**src/rtl/coh_pkg.sv**
```systemverilog
`timescale 1ns/1ps
package coh_pkg;
  typedef enum logic [1:0] {LS_INV = 2'd0, LS_SHR = 2'd1, LS_EXC = 2'd2} lineState_t;
  typedef enum logic [1:0] {BC_NONE = 2'd0, BC_RDMISS = 2'd1, BC_WRMISS = 2'd2, BC_WRBACK = 2'd3} busCmd_t;
  // control -> datapath strobes
  typedef struct packed {
    logic wrHit;      // write word into an Exclusive hit line
    logic dropVictim; // victim written back, mark Invalid
    logic fill;       // miss completed, install tag/word/state
    logic fillExc;    // fill as Exclusive with the CPU word
  } ctlStrobe_t;
endpackage

```
**src/rtl/coh_datapath.sv**
```systemverilog
`timescale 1ns/1ps
module coh_datapath
  import coh_pkg::*;
#(
  parameter int ADDR_W = 8,
  parameter int DATA_W = 16,
  parameter int IDX_W  = 2
) (
  input  logic              clk,
  input  logic              rst,
  input  ctlStrobe_t        ctl,
  input  logic [ADDR_W-1:0] cpuAddr,
  input  logic [DATA_W-1:0] cpuWdata,
  input  logic [DATA_W-1:0] busRespData,
  input  logic              snpValid,
  input  logic [1:0]        snpCmd,
  input  logic [ADDR_W-1:0] snpAddr,
  output logic              cpuHit,
  output logic              cpuLineExc,
  output logic              victimDirty,
  output logic [ADDR_W-1:0] victimAddr,
  output logic [DATA_W-1:0] lineData,
  output logic [DATA_W-1:0] cpuRdata,
  output logic              snpSameSet,
  output logic              snpSupply,
  output logic [DATA_W-1:0] snpData
);
  localparam int SETS  = 1 << IDX_W;
  localparam int TAG_W = ADDR_W - IDX_W;

  lineState_t        stateQ [SETS];
  logic [TAG_W-1:0]  tagQ   [SETS];
  logic [DATA_W-1:0] dataQ  [SETS];

  logic [IDX_W-1:0] cpuIdx, snpIdx;
  logic [TAG_W-1:0] cpuTag, snpTag;
  logic             snpHit, snpRd, snpWr;

  assign cpuIdx = cpuAddr[IDX_W-1:0];
  assign cpuTag = cpuAddr[ADDR_W-1:IDX_W];
  assign snpIdx = snpAddr[IDX_W-1:0];
  assign snpTag = snpAddr[ADDR_W-1:IDX_W];

  assign cpuHit      = (stateQ[cpuIdx] != LS_INV) && (tagQ[cpuIdx] == cpuTag);
  assign cpuLineExc  = (stateQ[cpuIdx] == LS_EXC);
  assign victimDirty = cpuLineExc && (tagQ[cpuIdx] != cpuTag);
  assign victimAddr  = {tagQ[cpuIdx], cpuIdx};
  assign lineData    = dataQ[cpuIdx];
  assign cpuRdata    = ctl.fill ? busRespData : dataQ[cpuIdx];

  assign snpRd      = (snpCmd == BC_RDMISS);
  assign snpWr      = (snpCmd == BC_WRMISS);
  assign snpHit     = snpValid && (stateQ[snpIdx] != LS_INV) && (tagQ[snpIdx] == snpTag);
  assign snpSupply  = snpHit && (stateQ[snpIdx] == LS_EXC) && (snpRd || snpWr);
  assign snpData    = snpSupply ? dataQ[snpIdx] : '0;
  assign snpSameSet = snpValid && (snpIdx == cpuIdx);

  always_ff @(posedge clk) begin
    for (int i = 0; i < SETS; i++) begin
      if (rst) begin
        stateQ[i] <= LS_INV;
        tagQ[i]   <= '0;
        dataQ[i]  <= '0;
      end else if (ctl.fill && cpuIdx == IDX_W'(i)) begin
        tagQ[i]   <= cpuTag;
        dataQ[i]  <= ctl.fillExc ? cpuWdata : busRespData;
        stateQ[i] <= ctl.fillExc ? LS_EXC : LS_SHR;
      end else begin
        if (ctl.dropVictim && cpuIdx == IDX_W'(i))
          stateQ[i] <= LS_INV;
        else if (snpHit && snpIdx == IDX_W'(i)) begin
          if (snpWr)
            stateQ[i] <= LS_INV;
          else if (snpRd && stateQ[i] == LS_EXC)
            stateQ[i] <= LS_SHR;
        end
        if (ctl.wrHit && cpuIdx == IDX_W'(i))
          dataQ[i] <= cpuWdata;
      end
    end
  end

  AST_SNP_RD_DOWNGRADE: assert property (@(posedge clk) disable iff (rst)
    (snpSupply && snpRd && !(ctl.fill && cpuIdx == snpIdx)) |=> stateQ[$past(snpIdx)] == LS_SHR);
  AST_SNP_WR_INVAL: assert property (@(posedge clk) disable iff (rst)
    (snpHit && snpWr && !(ctl.fill && cpuIdx == snpIdx)) |=> stateQ[$past(snpIdx)] == LS_INV);
  AST_SNP_WB_IGNORED: assert property (@(posedge clk) disable iff (rst)
    (snpValid && snpCmd == BC_WRBACK && ctl == '0) |=> stateQ[$past(snpIdx)] == $past(stateQ[snpIdx]));
endmodule

```
**src/rtl/coh_control.sv**
```systemverilog
`timescale 1ns/1ps
module coh_control
  import coh_pkg::*;
#(
  parameter int ADDR_W = 8,
  parameter int DATA_W = 16
) (
  input  logic              clk,
  input  logic              rst,
  input  logic              cpuReq,
  input  logic              cpuWrite,
  input  logic [ADDR_W-1:0] cpuAddr,
  input  logic              cpuHit,
  input  logic              cpuLineExc,
  input  logic              victimDirty,
  input  logic [ADDR_W-1:0] victimAddr,
  input  logic [DATA_W-1:0] lineData,
  input  logic              snpSameSet,
  input  logic              busAck,
  output logic              cpuReady,
  output ctlStrobe_t        ctl,
  output logic              busReqValid,
  output busCmd_t           busReqCmd,
  output logic [ADDR_W-1:0] busReqAddr,
  output logic [DATA_W-1:0] busReqData
);
  typedef enum logic [1:0] {CS_IDLE, CS_WB, CS_MISS} ctlState_t;
  ctlState_t stQ, stNxt;

  always_ff @(posedge clk) begin
    if (rst) stQ <= CS_IDLE;
    else     stQ <= stNxt;
  end

  always_comb begin
    stNxt       = stQ;
    ctl         = '0;
    cpuReady    = 1'b0;
    busReqValid = 1'b0;
    busReqCmd   = BC_NONE;
    busReqAddr  = cpuAddr;
    busReqData  = '0;
    unique case (stQ)
      CS_IDLE: begin
        if (cpuReq && !snpSameSet) begin
          if (cpuHit && (!cpuWrite || cpuLineExc)) begin
            cpuReady  = 1'b1;
            ctl.wrHit = cpuWrite;
          end else if (victimDirty) stNxt = CS_WB;
          else                      stNxt = CS_MISS;
        end
      end
      CS_WB: begin
        busReqCmd  = BC_WRBACK;
        busReqAddr = victimAddr;
        busReqData = lineData;
        if (!victimDirty) stNxt = CS_MISS;        // snoop took the victim
        else begin
          busReqValid = 1'b1;
          if (busAck) begin
            ctl.dropVictim = 1'b1;
            stNxt          = CS_MISS;
          end
        end
      end
      CS_MISS: begin
        busReqValid = 1'b1;
        busReqCmd   = cpuWrite ? BC_WRMISS : BC_RDMISS;
        if (busAck) begin
          ctl.fill    = 1'b1;
          ctl.fillExc = cpuWrite;
          cpuReady    = 1'b1;
          stNxt       = CS_IDLE;
        end
      end
      default: stNxt = CS_IDLE;
    endcase
  end

  AST_EXC_NEEDS_WRMISS: assert property (@(posedge clk) disable iff (rst)
    ctl.fillExc |-> (busReqValid && busReqCmd == BC_WRMISS && busAck));
  AST_REQ_HELD: assert property (@(posedge clk) disable iff (rst)
    (busReqValid && !busAck && busReqCmd != BC_WRBACK) |=>
      (busReqValid && $stable(busReqAddr) && $stable(busReqCmd)));
  AST_HIT_NO_BUS: assert property (@(posedge clk) disable iff (rst)
    (cpuReady && !ctl.fill) |-> !busReqValid);
  AST_WB_ONLY_DIRTY: assert property (@(posedge clk) disable iff (rst)
    (busReqValid && busReqCmd == BC_WRBACK) |-> (cpuLineExc && !cpuHit));
endmodule

```
**src/rtl/coh_snoop_cache.sv**
```systemverilog
`timescale 1ns/1ps
module coh_snoop_cache
  import coh_pkg::*;
#(
  parameter int ADDR_W = 8,
  parameter int DATA_W = 16,
  parameter int IDX_W  = 2
) (
  input  logic              clk,
  input  logic              rst,
  input  logic              cpuReq,
  input  logic              cpuWrite,
  input  logic [ADDR_W-1:0] cpuAddr,
  input  logic [DATA_W-1:0] cpuWdata,
  output logic              cpuReady,
  output logic [DATA_W-1:0] cpuRdata,
  output logic              busReqValid,
  output logic [1:0]        busReqCmd,
  output logic [ADDR_W-1:0] busReqAddr,
  output logic [DATA_W-1:0] busReqData,
  input  logic              busAck,
  input  logic [DATA_W-1:0] busRespData,
  input  logic              snpValid,
  input  logic [1:0]        snpCmd,
  input  logic [ADDR_W-1:0] snpAddr,
  output logic              snpSupply,
  output logic [DATA_W-1:0] snpData
);
  ctlStrobe_t        ctl;
  busCmd_t           cmdInt;
  logic              cpuHit, cpuLineExc, victimDirty, snpSameSet;
  logic [ADDR_W-1:0] victimAddr;
  logic [DATA_W-1:0] lineData;

  assign busReqCmd = cmdInt;

  coh_control #(.ADDR_W(ADDR_W), .DATA_W(DATA_W)) i_ctl (
    .clk(clk), .rst(rst), .cpuReq(cpuReq), .cpuWrite(cpuWrite), .cpuAddr(cpuAddr),
    .cpuHit(cpuHit), .cpuLineExc(cpuLineExc), .victimDirty(victimDirty),
    .victimAddr(victimAddr), .lineData(lineData), .snpSameSet(snpSameSet),
    .busAck(busAck), .cpuReady(cpuReady), .ctl(ctl), .busReqValid(busReqValid),
    .busReqCmd(cmdInt), .busReqAddr(busReqAddr), .busReqData(busReqData)
  );

  coh_datapath #(.ADDR_W(ADDR_W), .DATA_W(DATA_W), .IDX_W(IDX_W)) i_dp (
    .clk(clk), .rst(rst), .ctl(ctl), .cpuAddr(cpuAddr), .cpuWdata(cpuWdata),
    .busRespData(busRespData), .snpValid(snpValid), .snpCmd(snpCmd), .snpAddr(snpAddr),
    .cpuHit(cpuHit), .cpuLineExc(cpuLineExc), .victimDirty(victimDirty),
    .victimAddr(victimAddr), .lineData(lineData), .cpuRdata(cpuRdata),
    .snpSameSet(snpSameSet), .snpSupply(snpSupply), .snpData(snpData)
  );
endmodule

```
**config.mk**
```make
export PLATFORM = sky130hd
export DESIGN_NAME = coh_snoop_cache
export DESIGN_NICKNAME = d
export VERILOG_FILES = /design/src/rtl/coh_pkg.sv /design/src/rtl/coh_datapath.sv /design/src/rtl/coh_control.sv /design/src/rtl/coh_snoop_cache.sv
export SDC_FILE = /design/constraint.sdc
export NUM_CORES = 1
export LEC_CHECK = 0
export ABC_CLOCK_PERIOD_IN_PS = 3580
export BUFFER_PORTS_ARGS = -buffer_cell sky130_fd_sc_hd__buf_2
export CORE_UTILIZATION = 50
export CTS_CLUSTER_DIAMETER = 100
export CTS_CLUSTER_SIZE = 25
export DETAILED_ROUTE_END_ITERATION = 7
export PLACE_DENSITY = 0.78
export SETUP_SLACK_MARGIN = 0.4
export SYNTH_ARGS = -nofsm -noshare
export SYNTH_HDL_FRONTEND = slang
export SYNTH_HIERARCHICAL = 1
export SYNTH_SLANG_ARGS = --single-unit
```
**constraint.sdc**
```tcl
create_clock -name clk -period 3.58 [get_ports clk]
set_clock_uncertainty 0.2 [all_clocks]
set_input_delay 0.179 -clock clk [delete_from_list [all_inputs] [get_ports clk]]
set_output_delay 0.179 -clock clk [all_outputs]
set_load 0.1 [all_outputs]
```
==> metrics.cfg <==
[run_status]
outcome = finished clean

[finish]
areaGrowthSynthToFinish_pct = 29.1
final_cell_mix = buf_2, edfxtp_1, a22o_1, and2_1, mux4_2
drive_gt1_share_pct = 43.8
nNetsFinal = 698
n_antenna_cell = 0
fillCellCount = 868
mostFrequentLayoutCell = buf_2

[die]
core_mm2 = 0.0126
die_y_um = 116
die_w_um = 116
placementRows = 41
start_util_pct = 51.3
io_pins = 117
fp.dieArea_mm2 = 0.0133

[global_routing]
gr-total-overflow = 0
antenna_found_initial = 0
track_usage_pct = 28.7
grt_max_degree = 32
grt_pass1_vias = 5031
grt_pass1_wl_um = 28200

[clocking]
cts-root-buf = clkbuf_16
htreeDepth = 3
clkTransAtPathRegs_ns = 0.07
numCtsBuffers = 9
clkLatencyLatePin_ns = 0.34
cts_tree = done
cts.path.max_buffers = 2
clock-sinks = 98

[placement]
numPortBuffers = 116
hpwl_um = 12500
gp_congestion = 0.846

[route]
ant_nets = 0
dr_wl_met3_um = 1750
drtIter0Drc = 575
drt-met1-wl_um = 7290
dr.pass1.iters = 8
post_drt_via_cell_ratio = 6.36
wl_per_cell_um = 22.7
dr_wl_met2_um = 8970
wl_um = 18500
drcViolationCount = 0
routed.top_layer = met4
vias = 5176

[timing]
fin_tns_setup_ns = 0
finalHoldViolCount = 0
rsz0062_at_grt = yes
fin_hold_ws_ns = 0.00382
fin_crit_ns = 3.21
slew_headroom_pct = 37.3
fmaxAchievable_mhz = 311
setup_viol = 0
worst_slew_pin_slew_ns = 0.941
finalCritPeriodShare_pct = 89.7
drv_slew = 0

[power]
vdd_drop_max_v = 0.000246
power.density_mw_per_mm2 = 387
p_leak_uw = 0.00331

[synthesis]
yosysWarningCount = 6
syn_nets = 540
yosysTopAreaCell = edfxtp_1
synth_area_leaders = edfxtp_1, mux4_2, a22o_1
synth.distinct_cells = 52
synth_top_area_share_pct = 44.7
syn_area_mm2 = 0.00644
syn_inst = 479
synth_edf_count = 96
yosysSeqAreaShare_pct = 45.4
async_reset_ff_share_pct = 0
ys_ff_latch = 98
syn_avg_cell_area_um2 = 13.5
ys.flop_type = edfxtp_1

[critical_path]
required_ns = 3.59
critPathCaptureType = register
critPathLaunchType = register
crit_arrival_ns = 3.22
crit_type = reg -> reg
cp_max_fo = 8

[job]
cap_violations = 0

[hold_path]
min_path_type = in -> reg

-- flip-flops by register name, indices dropped and copies added (netlist names) --
signal and count:
i_ctl/stQ 2, i_dp/dataQ 64, i_dp/stateQ 8, i_dp/tagQ 24
-- stage by stage --
step	worst slack [ns]	util, %	instance area (µm²)	total power (µW)	instances
floorplan	0.432	-	6470	2030	479
global placement	0.185	60.3	7580	2220	763
detailed placement	0.0464	60.3	7580	2230	763
CTS	0.313	65.5	8240	3210	811
global route	0.247	66.2	8320	3310	814
finish	0.369	66.2	8320	3220	814
-- path summary, 6_finish.rpt --
path,startpoint,cells after the start,endpoint,slack [ns]
max,i_dp/tagQ[3][4],13,i_dp/dataQ[1][7],0.37
min,busRespData[9],2,i_dp/dataQ[2][9],0.004
max reg2reg,i_dp/tagQ[3][4],13,i_dp/dataQ[1][7],0.37
min reg2reg,i_ctl/stQ[0],2,i_ctl/stQ[0],0.38
-- Yosys cell counts (3+ instances only) --
master	count
buf_2	19
a21oi_1	5
mux4_2	44
nor3b_1	5
nor2b_1	13
a21o_1	7
nor2_1	15
and2b_1	4
edfxtp_1	96
o41ai_1	8
nand2_1	10
buf_6	5
and2_1	47
ha_1	5
nand2b_1	11
buf_4	3
clkbuf_1	7
xor2_1	4
nor3_1	4
nor3_2	3
nor2b_2	9
mux2_2	23
a22o_1	64
inv_1	13
mux2i_1	11
xnor2_1	10
and3_1	3
-- power breakdown --
part / switching (µW) / total [µW] / internal, µW / leakage (µW)
sequential: 32.8 / 1360 / 1320 / 0.00101
combinational: 621 / 907 / 286 / 0.00215
clock: 419 / 960 / 541 / 0.000145
total: 1070 / 3220 / 2150 / 0.00331
-- cells by family after synthesis --
logic type / synth area share [%]
flops: 45.4
simple gates: 12.9
mux: 21.7
fa+ha+maj: 0.971
xor+xnor: 1.90
buf+inv: 3.86
compound gates: 13.3
-- repair_timing --
action / in CTS / in global routing
endpoints found under the hold margin: 47 / 0
pin swaps: 12 / 13
setup buffers: 12 / 3
hold buffers: 20 / 0
resized for setup: 15 / 16
endpoints found under the setup margin: 80 / 155
-- metal layers --
| metal | vias to the layer above | track usage (%) |
|---|---|---|
| met2 | 347 | 46.7 |
| met4 | 0 | 10.1 |
| met1 | 2562 | 39.7 |
| met5 | - | 0 |
| li1 | 2218 | - |
| met3 | 49 | 3.77 |
-- critical path, cell delays in order, from the launching register on --
cell      delay (ns)
edfxtp_1        0.39
mux4_2          0.53
xnor2_2         0.18
nand4_1         0.13
nor3_2          0.22
o21a_1          0.20
and2_4          0.18
nand2b_4        0.07
nor2_4          0.10
mux2i_1         0.07
or2_4           0.31
nor2_2          0.18
buf_6           0.17
a22o_1          0.15
-- area by class of cell --
cell class                 count  area, µm²  area share, %
multi-input combinational    334       3380           40.7
sequential                    98       2920           35.1
timing repair buffer         181       1450           17.5
clock buffer                   9        225           2.71
tap                          172        215           2.59
clock inverter                 7       68.8          0.827
inverter                      13       51.3          0.617
Power figures use the tool's default switching activity.
